**src/rtl/ingress_xlat_pkg.sv**
```systemverilog
package ingress_xlat_pkg;

   // bridge register window inside BAR0
   localparam logic [31:0] WIN_BASE   = 32'h0000_8000;
   localparam logic [11:0] REL_CTRL   = 12'h208;
   localparam logic [11:0] REL_BASELO = 12'h210;

   // region sets: 0x800 + 0x20*n, indexed by relative offset bits 11:5
   localparam logic [6:0]  RGN_IDX0   = 7'h40;
   localparam logic [4:0]  RGN_CTRL   = 5'h00;
   localparam logic [4:0]  RGN_DLO    = 5'h08;
   localparam logic [4:0]  RGN_DHI    = 5'h0C;

   localparam int unsigned APER_BITS  = 12;
   localparam int unsigned SIZE_W     = 4;

   typedef struct packed {
      logic        en;
      logic [2:0]  bar;
      logic [19:0] dlo;   // destination bits 31:12
      logic [31:0] dhi;   // destination bits 63:32
   } rgn_t;

   typedef enum logic [1:0] {ST_IDLE, ST_ISSUE, ST_WAIT, ST_RESP} xst_t;

endpackage

```
**src/rtl/ingress_xlat_regs.sv**
```systemverilog
module ingress_xlat_regs
   import ingress_xlat_pkg::*;
#(
   parameter int NREG = 2
) (
   input  logic              clk,
   input  logic              rst_n,
   input  logic              acc_wr,
   input  logic [11:0]       rel,
   input  logic [31:0]       wdata,
   output logic [31:0]       rdata,
   output logic              gate_en,
   output rgn_t [NREG-1:0]   rgn
);

   logic              en_q;
   logic [SIZE_W-1:0] size_q;
   logic [31:0]       base_q;

   always_ff @(posedge clk) begin
      if (!rst_n) begin
         en_q   <= 1'b0;
         size_q <= '0;
         base_q <= '0;
      end else if (acc_wr) begin
         if (rel == REL_CTRL) begin
            en_q   <= wdata[0];
            size_q <= wdata[16 +: SIZE_W];
         end
         if (rel == REL_BASELO)
            base_q <= wdata;
      end
   end

   assign gate_en = en_q;

   for (genvar i = 0; i < NREG; i++) begin : g_rgn
      localparam logic [6:0] IDX = RGN_IDX0 + 7'(i);
      rgn_t r_q;
      logic hit;
      assign hit = (rel[11:5] == IDX);

      always_ff @(posedge clk) begin
         if (!rst_n) begin
            r_q <= '0;
         end else if (acc_wr && hit && en_q) begin
            case (rel[4:0])
               RGN_CTRL: begin
                  r_q.en  <= wdata[0];
                  r_q.bar <= wdata[18:16];
               end
               RGN_DLO:  r_q.dlo <= wdata[31:12];
               RGN_DHI:  r_q.dhi <= wdata;
               default:  ;
            endcase
         end
      end

      assign rgn[i] = r_q;
   end

   always_comb begin
      rdata = '0;
      if (rel == REL_CTRL)
         rdata = {12'b0, size_q, 15'b0, en_q};
      else if (rel == REL_BASELO)
         rdata = base_q;
      for (int i = 0; i < NREG; i++) begin
         if (en_q && rel[11:5] == RGN_IDX0 + 7'(i)) begin
            case (rel[4:0])
               RGN_CTRL: rdata = {13'b0, rgn[i].bar, 15'b0, rgn[i].en};
               RGN_DLO:  rdata = {rgn[i].dlo, 12'b0};
               RGN_DHI:  rdata = rgn[i].dhi;
               default:  rdata = '0;
            endcase
         end
      end
   end

   // region state frozen while the gate is off
   p_locked_r4: assert property (@(posedge clk) disable iff (!rst_n)
      (!en_q && acc_wr && rel[11]) |=> $stable(rgn));

endmodule

```
**src/rtl/ingress_xlat_match.sv**
```systemverilog
module ingress_xlat_match
   import ingress_xlat_pkg::*;
#(
   parameter int NREG   = 2,
   parameter int OFF_W  = 32,
   parameter int ADDR_W = 64
) (
   input  logic              clk,
   input  logic              rst_n,
   input  logic              gate_en,
   input  rgn_t [NREG-1:0]   rgn,
   input  logic [2:0]        req_bar,
   input  logic [OFF_W-1:0]  req_off,
   output logic              hit,
   output logic [ADDR_W-1:0] xaddr
);

   localparam int HI_W = ADDR_W - 32;

   logic            in_aper;
   logic [NREG-1:0] raw;
   logic [NREG-1:0] sel;

   assign in_aper = (req_off[OFF_W-1:APER_BITS] == '0);

   for (genvar i = 0; i < NREG; i++) begin : g_cmp
      assign raw[i] = gate_en && rgn[i].en && (rgn[i].bar == req_bar) && in_aper;
   end

   always_comb begin
      logic found;
      found = 1'b0;
      sel   = '0;
      for (int i = 0; i < NREG; i++) begin
         if (raw[i] && !found) begin
            sel[i] = 1'b1;
            found  = 1'b1;
         end
      end
   end

   always_comb begin
      xaddr = '0;
      for (int i = 0; i < NREG; i++)
         if (sel[i])
            xaddr = {rgn[i].dhi[HI_W-1:0], rgn[i].dlo, req_off[APER_BITS-1:0]};
   end

   assign hit = |sel;

   // a hit never comes from an offset outside the aperture
   p_aper_r6: assert property (@(posedge clk) disable iff (!rst_n)
      hit |-> (req_off < OFF_W'(1 << APER_BITS)));

   // at most one region selected
   p_onehot_r8: assert property (@(posedge clk) disable iff (!rst_n)
      $onehot0(sel));

endmodule

```
**src/rtl/ingress_xlat.sv**
```systemverilog
module ingress_xlat
   import ingress_xlat_pkg::*;
#(
   parameter int NREG   = 2,
   parameter int OFF_W  = 32,
   parameter int ADDR_W = 64
) (
   input  logic              clk,
   input  logic              rst_n,
   input  logic              req_valid,
   output logic              req_ready,
   input  logic              req_write,
   input  logic [2:0]        req_bar,
   input  logic [OFF_W-1:0]  req_off,
   input  logic [31:0]       req_wdata,
   output logic              rsp_valid,
   output logic              rsp_err,
   output logic [31:0]       rsp_rdata,
   output logic              m_req_valid,
   input  logic              m_req_ready,
   output logic              m_req_write,
   output logic [ADDR_W-1:0] m_req_addr,
   output logic [31:0]       m_req_wdata,
   input  logic              m_rsp_valid,
   input  logic              m_rsp_err,
   input  logic [31:0]       m_rsp_rdata
);

   if (NREG < 1 || NREG > 32) begin : g_bad_nreg
      $error("ingress_xlat: NREG must be 1..32");
   end
   if (ADDR_W < 33 || ADDR_W > 64) begin : g_bad_addr
      $error("ingress_xlat: ADDR_W must be 33..64");
   end
   if (OFF_W < 16) begin : g_bad_off
      $error("ingress_xlat: OFF_W must be at least 16");
   end

   xst_t              st;
   logic              accept, in_win, go_xlat, go_local, acc_wr;
   logic              gate_en, hit;
   logic [31:0]       reg_rdata;
   logic [ADDR_W-1:0] xaddr;
   rgn_t [NREG-1:0]   rgn;

   assign req_ready = (st == ST_IDLE);
   assign accept    = req_valid && req_ready;
   assign in_win    = (req_bar == 3'd0) &&
                      (req_off[OFF_W-1:12] == (OFF_W-12)'(WIN_BASE >> 12));
   assign go_xlat   = !in_win && hit && (req_bar != 3'd0);
   assign go_local  = !go_xlat;
   assign acc_wr    = accept && in_win && req_write;

   ingress_xlat_regs #(.NREG(NREG)) u_regs (
      .clk     (clk),
      .rst_n   (rst_n),
      .acc_wr  (acc_wr),
      .rel     (req_off[11:0]),
      .wdata   (req_wdata),
      .rdata   (reg_rdata),
      .gate_en (gate_en),
      .rgn     (rgn)
   );

   ingress_xlat_match #(.NREG(NREG), .OFF_W(OFF_W), .ADDR_W(ADDR_W)) u_match (
      .clk     (clk),
      .rst_n   (rst_n),
      .gate_en (gate_en),
      .rgn     (rgn),
      .req_bar (req_bar),
      .req_off (req_off),
      .hit     (hit),
      .xaddr   (xaddr)
   );

   always_ff @(posedge clk) begin
      if (!rst_n) begin
         st          <= ST_IDLE;
         rsp_err     <= 1'b0;
         rsp_rdata   <= '0;
         m_req_write <= 1'b0;
         m_req_addr  <= '0;
         m_req_wdata <= '0;
      end else begin
         case (st)
            ST_IDLE: if (accept) begin
               if (in_win) begin
                  rsp_rdata <= req_write ? 32'h0 : reg_rdata;
                  rsp_err   <= 1'b0;
                  st        <= ST_RESP;
               end else if (go_xlat) begin
                  m_req_addr  <= xaddr;
                  m_req_write <= req_write;
                  m_req_wdata <= req_wdata;
                  st          <= ST_ISSUE;
               end else begin
                  rsp_rdata <= '1;
                  rsp_err   <= 1'b1;
                  st        <= ST_RESP;
               end
            end
            ST_ISSUE: if (m_req_ready) st <= ST_WAIT;
            ST_WAIT: if (m_rsp_valid) begin
               rsp_rdata <= m_rsp_rdata;
               rsp_err   <= m_rsp_err;
               st        <= ST_RESP;
            end
            default: st <= ST_IDLE;
         endcase
      end
   end

   assign rsp_valid   = (st == ST_RESP);
   assign m_req_valid = (st == ST_ISSUE);

   // one request outstanding
   p_single_r9: assert property (@(posedge clk) disable iff (!rst_n)
      accept |=> !req_ready);

   // stalled downstream request holds its contents
   p_hold_r9: assert property (@(posedge clk) disable iff (!rst_n)
      (m_req_valid && !m_req_ready) |=>
         (m_req_valid && $stable(m_req_addr) && $stable(m_req_wdata) && $stable(m_req_write)));

   // local answers come one cycle after acceptance
   p_local_r11: assert property (@(posedge clk) disable iff (!rst_n)
      (accept && go_local) |=> (rsp_valid && !m_req_valid));

   // nothing goes downstream while the gate is off
   p_gate_r7: assert property (@(posedge clk) disable iff (!rst_n)
      m_req_valid |-> gate_en);

   // response strobe lasts one cycle
   p_pulse_r11: assert property (@(posedge clk) disable iff (!rst_n)
      rsp_valid |=> !rsp_valid);

endmodule

```
**config.mk**
```make
export PLATFORM = sky130hd
export DESIGN_NAME = ingress_xlat
export DESIGN_NICKNAME = d
export VERILOG_FILES = /design/src/rtl/ingress_xlat_pkg.sv /design/src/rtl/ingress_xlat_regs.sv /design/src/rtl/ingress_xlat_match.sv /design/src/rtl/ingress_xlat.sv
export SDC_FILE = /design/constraint.sdc
export NUM_CORES = 1
export LEC_CHECK = 0
export ABC_AREA = 1
export BUFFER_PORTS_ARGS = -buffer_cell sky130_fd_sc_hd__buf_2
export CAP_MARGIN = 20
export CORE_ASPECT_RATIO = 1.75
export CORE_MARGIN = 5
export CORE_UTILIZATION = 50
export CTS_BUF_LIST = sky130_fd_sc_hd__clkbuf_4
export DETAILED_ROUTE_END_ITERATION = 8
export GPL_ROUTABILITY_DRIVEN = 1
export HOLD_SLACK_MARGIN = 0.12
export PLACE_DENSITY = 0.72
export REMOVE_ABC_BUFFERS = 1
export SETUP_SLACK_MARGIN = 0.3
export SKIP_CTS_REPAIR_TIMING = 1
export SLEW_MARGIN = 10
export SYNTH_ARGS = -nofsm -noshare
export SYNTH_HDL_FRONTEND = slang
export SYNTH_SLANG_ARGS = --single-unit
```
**constraint.sdc**
```tcl
create_clock -name clk -period 4.85 [get_ports clk]
set_input_delay 0.97 -clock clk [delete_from_list [all_inputs] [get_ports clk]]
set_output_delay 0.97 -clock clk [all_outputs]
set_load 0.005 [all_outputs]
```
# After elaboration in Yosys (flattened, before gate mapping)
# Cells that the tools add are included.
[classes]
reduce_logical = 39
n_bitwise = 1
eq_ne = 16
muxes = 27
[op_table]
columns = ["cell", "count"]
rows = [
  ["32-bit two-way mux", 9],
  ["32-bit case mux with 3 select lines", 2],
  ["64-bit two-way mux", 2],
  ["32-bit case mux with 2 select lines", 1],
  ["12-bit by 10-bit == test with 1-bit output (second input constant)", 2],
  ["20-bit by 4-bit == test with 1-bit output (second input constant)", 1],
  ["20-bit zero test", 1],
  ["1-bit logical AND", 19],
  ["2-bit AND reduction", 8],
  ["7-bit == test (second input constant)", 2],
  ["5-bit by 4-bit == test with 1-bit output (second input constant)", 2],
  ["2-bit two-way mux", 5],
  ["4-bit AND reduction", 2],
  ["3-bit == test", 2],
  ["1-bit two-way mux", 6],
  ["2-bit case mux with 3 select lines", 1],
  ["5-bit zero test", 1],
  ["2-bit == test (second input constant)", 2],
  ["2-bit by 1-bit != test with 1-bit output (second input constant)", 2],
  ["3-bit zero test", 1],
  ["3-bit != test (second input constant)", 1],
  ["3-bit AND reduction", 1],
  ["3-bit nonzero test", 1],
  ["2-bit by 1-bit == test with 1-bit output (second input constant)", 1],
  ["other kinds (7)", 8],
]
[word_totals]
ff_bits = 281
out_inout_bits = 133
word_cells = 100

# Depth between registers and ports, before layout
[depth]
ltp_word = 14
ltp_mapped = 13
ltp_nobuf = 12

# By module
# A second synthesis with hierarchy kept.
[hier_totals]
cells_unflattened = 2228
area_unflattened_um2 = 14347.5
[modules_own_cells]
columns = ["mod", "seq_area_each_um2", "area_per_inst_um2", "cells_each", "n_inst"]
rows = [
  ["ingress_xlat_regs", 2982.9, 7519.7, 1246, 1],
  ["ingress_xlat", 2642.5, 5577.8, 725, 1],
  ["ingress_xlat_match", 0.0, 1249.9, 257, 1],
]

# Least setup slack after synthesis
# No wires, ideal clock.
[synth_timing]
kind = "input to register"
from = "input req_off[31]"
to = "register m_req_addr[12]"
setup_slack_ns = 2.467
n_path_buf = 2
required_time_ns = 4.734
arrival_time_ns = 2.267
path_stages = 10
cell_sequence = "nor2_1 -> nand2_1 -> nor2_1 -> nand3_4 -> a21oi_4 -> nand4_1 -> buf_2 -> buf_6 -> nor2_1 -> nor2_1"
[synth_via]
elab_chain_len = 10
[synth_lines]
columns = ["element", "line_no", "source"]
rows = [
  ["from (decl)", "ingress_xlat.sv:14", "input logic [OFF_W-1:0] req_off,"],
  ["20-bit zero test", "ingress_xlat_match.sv:24", "assign in_aper = (req_off[OFF_W-1:APER_BITS] == '0);"],
  ["1-bit logical AND", "ingress_xlat_match.sv:27", "assign raw[i] = gate_en && rgn[i].en && (rgn[i].bar == req_bar) && in_aper;"],
  ["1-bit two-way mux", "ingress_xlat_match.sv:35", "if (raw[i] && !found) begin"],
  ["1-bit zero test", "ingress_xlat_match.sv:35", ""],
  ["1-bit logical AND", "ingress_xlat_match.sv:35", ""],
  ["1-bit two-way mux", "ingress_xlat_match.sv:35", ""],
  ["2-bit OR reduction", "ingress_xlat_match.sv:49", "assign hit = |sel;"],
  ["1-bit logical AND (2 in series)", "ingress_xlat.sv:50", "assign go_xlat = !in_win && hit && (req_bar != 3'd0);"],
  ["4-bit AND reduction (no source line)", "n/a", ""],
  ["to (signal assigned)", "ingress_xlat.sv:92", "m_req_addr <= xaddr;"],
  ["to (decl)", "ingress_xlat.sv:22", "output logic [ADDR_W-1:0] m_req_addr,"],
]
# Parallel ways exist; a longest one is shown, timed or not.
# A chain may end at the register's enable or synchronous reset.

# Worst setup path after layout
[layout_timing]
from = "register st[0]"
to = "register rsp_rdata[25]"
[layout_via]
elab_chain_len = 4
[layout_lines]
columns = ["element", "line_no", "source"]
rows = [
  ["from (decl)", "ingress_xlat.sv:39", "xst_t st;"],
  ["from (signal assigned)", "ingress_xlat.sv:78", "st <= ST_IDLE;"],
  ["from (signal assigned)", "ingress_xlat.sv:90", "st <= ST_RESP;"],
  ["from (signal assigned)", "ingress_xlat.sv:95", "st <= ST_ISSUE;"],
  ["2-bit zero test", "ingress_xlat.sv:46, ingress_xlat.sv:85", ""],
  ["1-bit logical AND", "ingress_xlat.sv:47", "assign accept = req_valid && req_ready;"],
  ["2-bit by 1-bit != test with 1-bit output (no source line)", "n/a", ""],
  ["4-bit AND reduction (no source line)", "n/a", ""],
  ["to (signal assigned)", "ingress_xlat.sv:88", "rsp_rdata <= req_write ? 32'h0 : reg_rdata;"],
  ["to (signal assigned)", "ingress_xlat.sv:104", "rsp_rdata <= m_rsp_rdata;"],
  ["to (decl)", "ingress_xlat.sv:18", "output logic [31:0] rsp_rdata,"],
]
# Parallel ways exist; a longest one is shown, timed or not.

==> out/metrics.yaml <==
sta:
  tns_ns: 0
  hold_violations: 0
  worst_slew_pin_slew_ns: 1.177
  max_freq_mhz: 349.0
  slew_viol_final: 0
  whs_ns: 0.4564
  period_share_pct: 59.09
  skew_ns: 0.04632
  finalCriticalPeriod_ns: 2.866
  rsz0062_at_grt: "false"
  maxSlewHeadroom_pct: 21.53
  setup_viol_count_final: 0
job:
  cap_violations: 0
synth:
  seq_area_frac_synth_pct: 40.14
  ys_warn_count: 0
  syn_area_per_cell_um2: 6.419
  ys_ff_latch: 281
  synth.area.top_cells: "dfxtp_1, nand2_1, nor2_1, inv_1, o21ai_0"
  synth_cells: 2183
  yosys_most_used_dff: "dfxtp_1"
  netlist_area_um2: 14010
  synth-edff-count: 0
  netlist.area_leader.share_pct: 40.14
  synth.distinct_cells: 39
  async_reset_ff_share_pct: 0
  post-synth-top-area-cell: "dfxtp_1"
detailed_routing:
  wl_per_cell_um: 16.45
  dr.pass1.iters: 6
  wl_um: 45760
  drtIter0Drc: 1260
  vias: 14680
  drc: 0
  antenna_left: 0
  viasPerCell: 5.278
global_routing:
  grt_pass1_wl_um: 73200
  grt_remaining_overflow: 0
  grt_use_met2_pct: 50.71
  antenna_found_initial: 3
  track_usage_pct: 28.89
  use_met3_pct: 4.583
  grt_pass1_vias: 14330
  grt_max_degree: 215
  use_met1_pct: 33.83
  grt-busiest-layer: "met2"
clock_network:
  clk_pin_slew_ns: 0.07
  htree_levels: 3
  clock_sinks: 281
  cts.path.max_buffers: 3
  tritoncts: "done"
  cts_buffers: 68
  cts-root-buf: "clkbuf_4"
  clock_latency_ns: 0.76
setup_path:
  end_kind: "flop"
  startpoint_type: "flop"
  path_cells: "inv_1 > ha_2 > buf_4 > inv_1 > or2_2 > nand2_1 > a21oi_1 > nand2_2 > buf_12 > nand2_1 > nand2_1 > nor2_1"
  crit_arrival_ns: 3.49
  cp_slowest_cell: "buf_4"
  critical_path_class: "flop to flop"
  cp_common_cell: "nand2_1"
  crit_fanout: 45
  reg2regPathDepth: 12
  required_ns: 5.47
  r2r_slack_ns: 1.98
  r2r_start: "st[0]"
  reg2reg_to: "rsp_rdata[25]"
  slowest_delay_ns: 0.50
layout:
  stdcell_count: 2782
  layout.nets: 2479
  areaGrowthSynthToFinish_pct: 14.74
  drive_gt1_share_pct: 17.51
  nFillCells: 2805
  final_area_um2: 16080
power_and_ir_drop:
  ir_worst_vdd_mv: 0.1820
  leakagePower_nw: 8.064
  cellPowerDensity_nw_per_um2: 352.1
floorplan:
  start_util_pct: 50.46
  io_pins: 239
  fp.dieW_um: 136.6
  die-area_um2: 31610
  rows: 81
  coreArea_um2: 27770
  die_h_um: 231.5
hold_path:
  worst_hold_startpoint: "u_regs.base_q[1]"
  whs_path_depth: 2
  hold_path_class: "flop to flop"
  hold_end: "u_regs.base_q[1]"
place:
  hpwl_um: 27920
  portBuffers: 238
  post_dp_cell_area_um2: 15240
  globalplace.congestion: 0.8929
  dp.cells: 2670
outcome:
  status: "finished, final reports clean"
[worst max path at each step]
stage,from,endpoint,slack [ns]
6_report,st[0],rsp_rdata[25],1.98
5_1_grt,st[0],rsp_rdata[28],1.90
4_1_cts,st[0],rsp_rdata[25],2.05
3_5_place_dp,req_off[17],m_req_addr[57],1.43
3_3_place_gp,req_bar[1],u_regs.rgn[25],1.44
2_1_floorplan,req_bar[1],m_req_wdata[21],-0.71
[cell families after synthesis]
logic type / synth area share (%)
AOI/OAI and AO/OA: 11.98
adders and majority gates: 0.3572
buffers and inverters: 10.71
DFF: 40.14
muxes: 0.1429
and+or+nand+nor: 36.66
[synth_stat cells, types with 2 or more instances]
cell type,n
nand2_1,568
nor2_1,485
dfxtp_1,281
inv_1,201
o21ai_0,103
clkbuf_1,85
a21oi_1,71
nand4_1,66
nand3_1,64
o31ai_1,52
buf_2,38
nor3_1,34
a31oi_1,21
o21ai_1,14
a211oi_1,11
nand2_2,11
a21oi_2,10
buf_1,10
buf_6,9
buf_4,8
inv_2,7
ha_1,4
nand3_2,4
o211ai_1,4
nor2_4,3
and2_1,2
clkinv_1,2
mux2i_1,2
nand4_2,2
nor2_2,2
[per-stage QoR]
stage	total power [mW]	setup WS [ns]	util, %
after floorplan	3.249	-0.7127	-
after CTS	5.697	2.053	57.70
after detailed placement	3.802	1.428	54.88
final	5.661	1.984	57.90
after global placement	3.777	1.441	54.88
after global routing	5.992	1.900	57.89
[worst max-delay path: cells and delay by family, from the launching register on]
kind	cells	cell delay (ns)
DFF	1	0.34
buffers and inverters	4	1.03
and+or+nand+nor	6	1.10
adders and majority gates	1	0.16
AOI/OAI and AO/OA	1	0.09
[cells in the final DEF, fill, tap and decap left out, types with 34 or more instances in the layout]
cell type and instances:
o21ai_0 103, nor3_1 34, dfxtp_1 281, nor2_1 482, a21oi_1 71, inv_1 199
nand4_1 66, nand3_1 64, nand2_1 567, o31ai_1 52, clkbuf_4 94, buf_2 237
[routing by layer]
layer / vias to the layer above / part of all wire [%]
li1: 7278 / -
met1: 6698 / 39
met2: 585 / 51
met3: 123 / 7.2
met4: 0 / 3.3
met5: - / 0
[state kept, by name (all words and copies together) (netlist names), 2 cells and up]
signal / count
rsp_rdata: 32
st: 2
u_regs.base_q: 32
u_regs.rgn: 112
u_regs.size_q: 4
m_req_addr: 64
m_req_wdata: 32
[layout make-up]
cell class | count | area, um^2 | share of cell area, %
Sequential cell | 281 | 5625 | 34.99
Clock buffer | 94 | 705.7 | 4.389
Multi-Input combinational cell | 1541 | 6919 | 43.03
Inverter | 210 | 789.5 | 4.910
Antenna cell | 4 | 10.01 | 0.06225
Timing Repair Buffer | 267 | 1485 | 9.237
Clock inverter | 12 | 77.57 | 0.4825
Tap cell | 373 | 466.7 | 2.902
[power breakdown]
part,switching [mW],leakage (nW),internal (mW)
Combinational,0.841,5.32,0.413
Sequential,0.0692,2.27,2.44
Clock,0.955,0.472,0.939
Power figures use the tool's default switching activity.
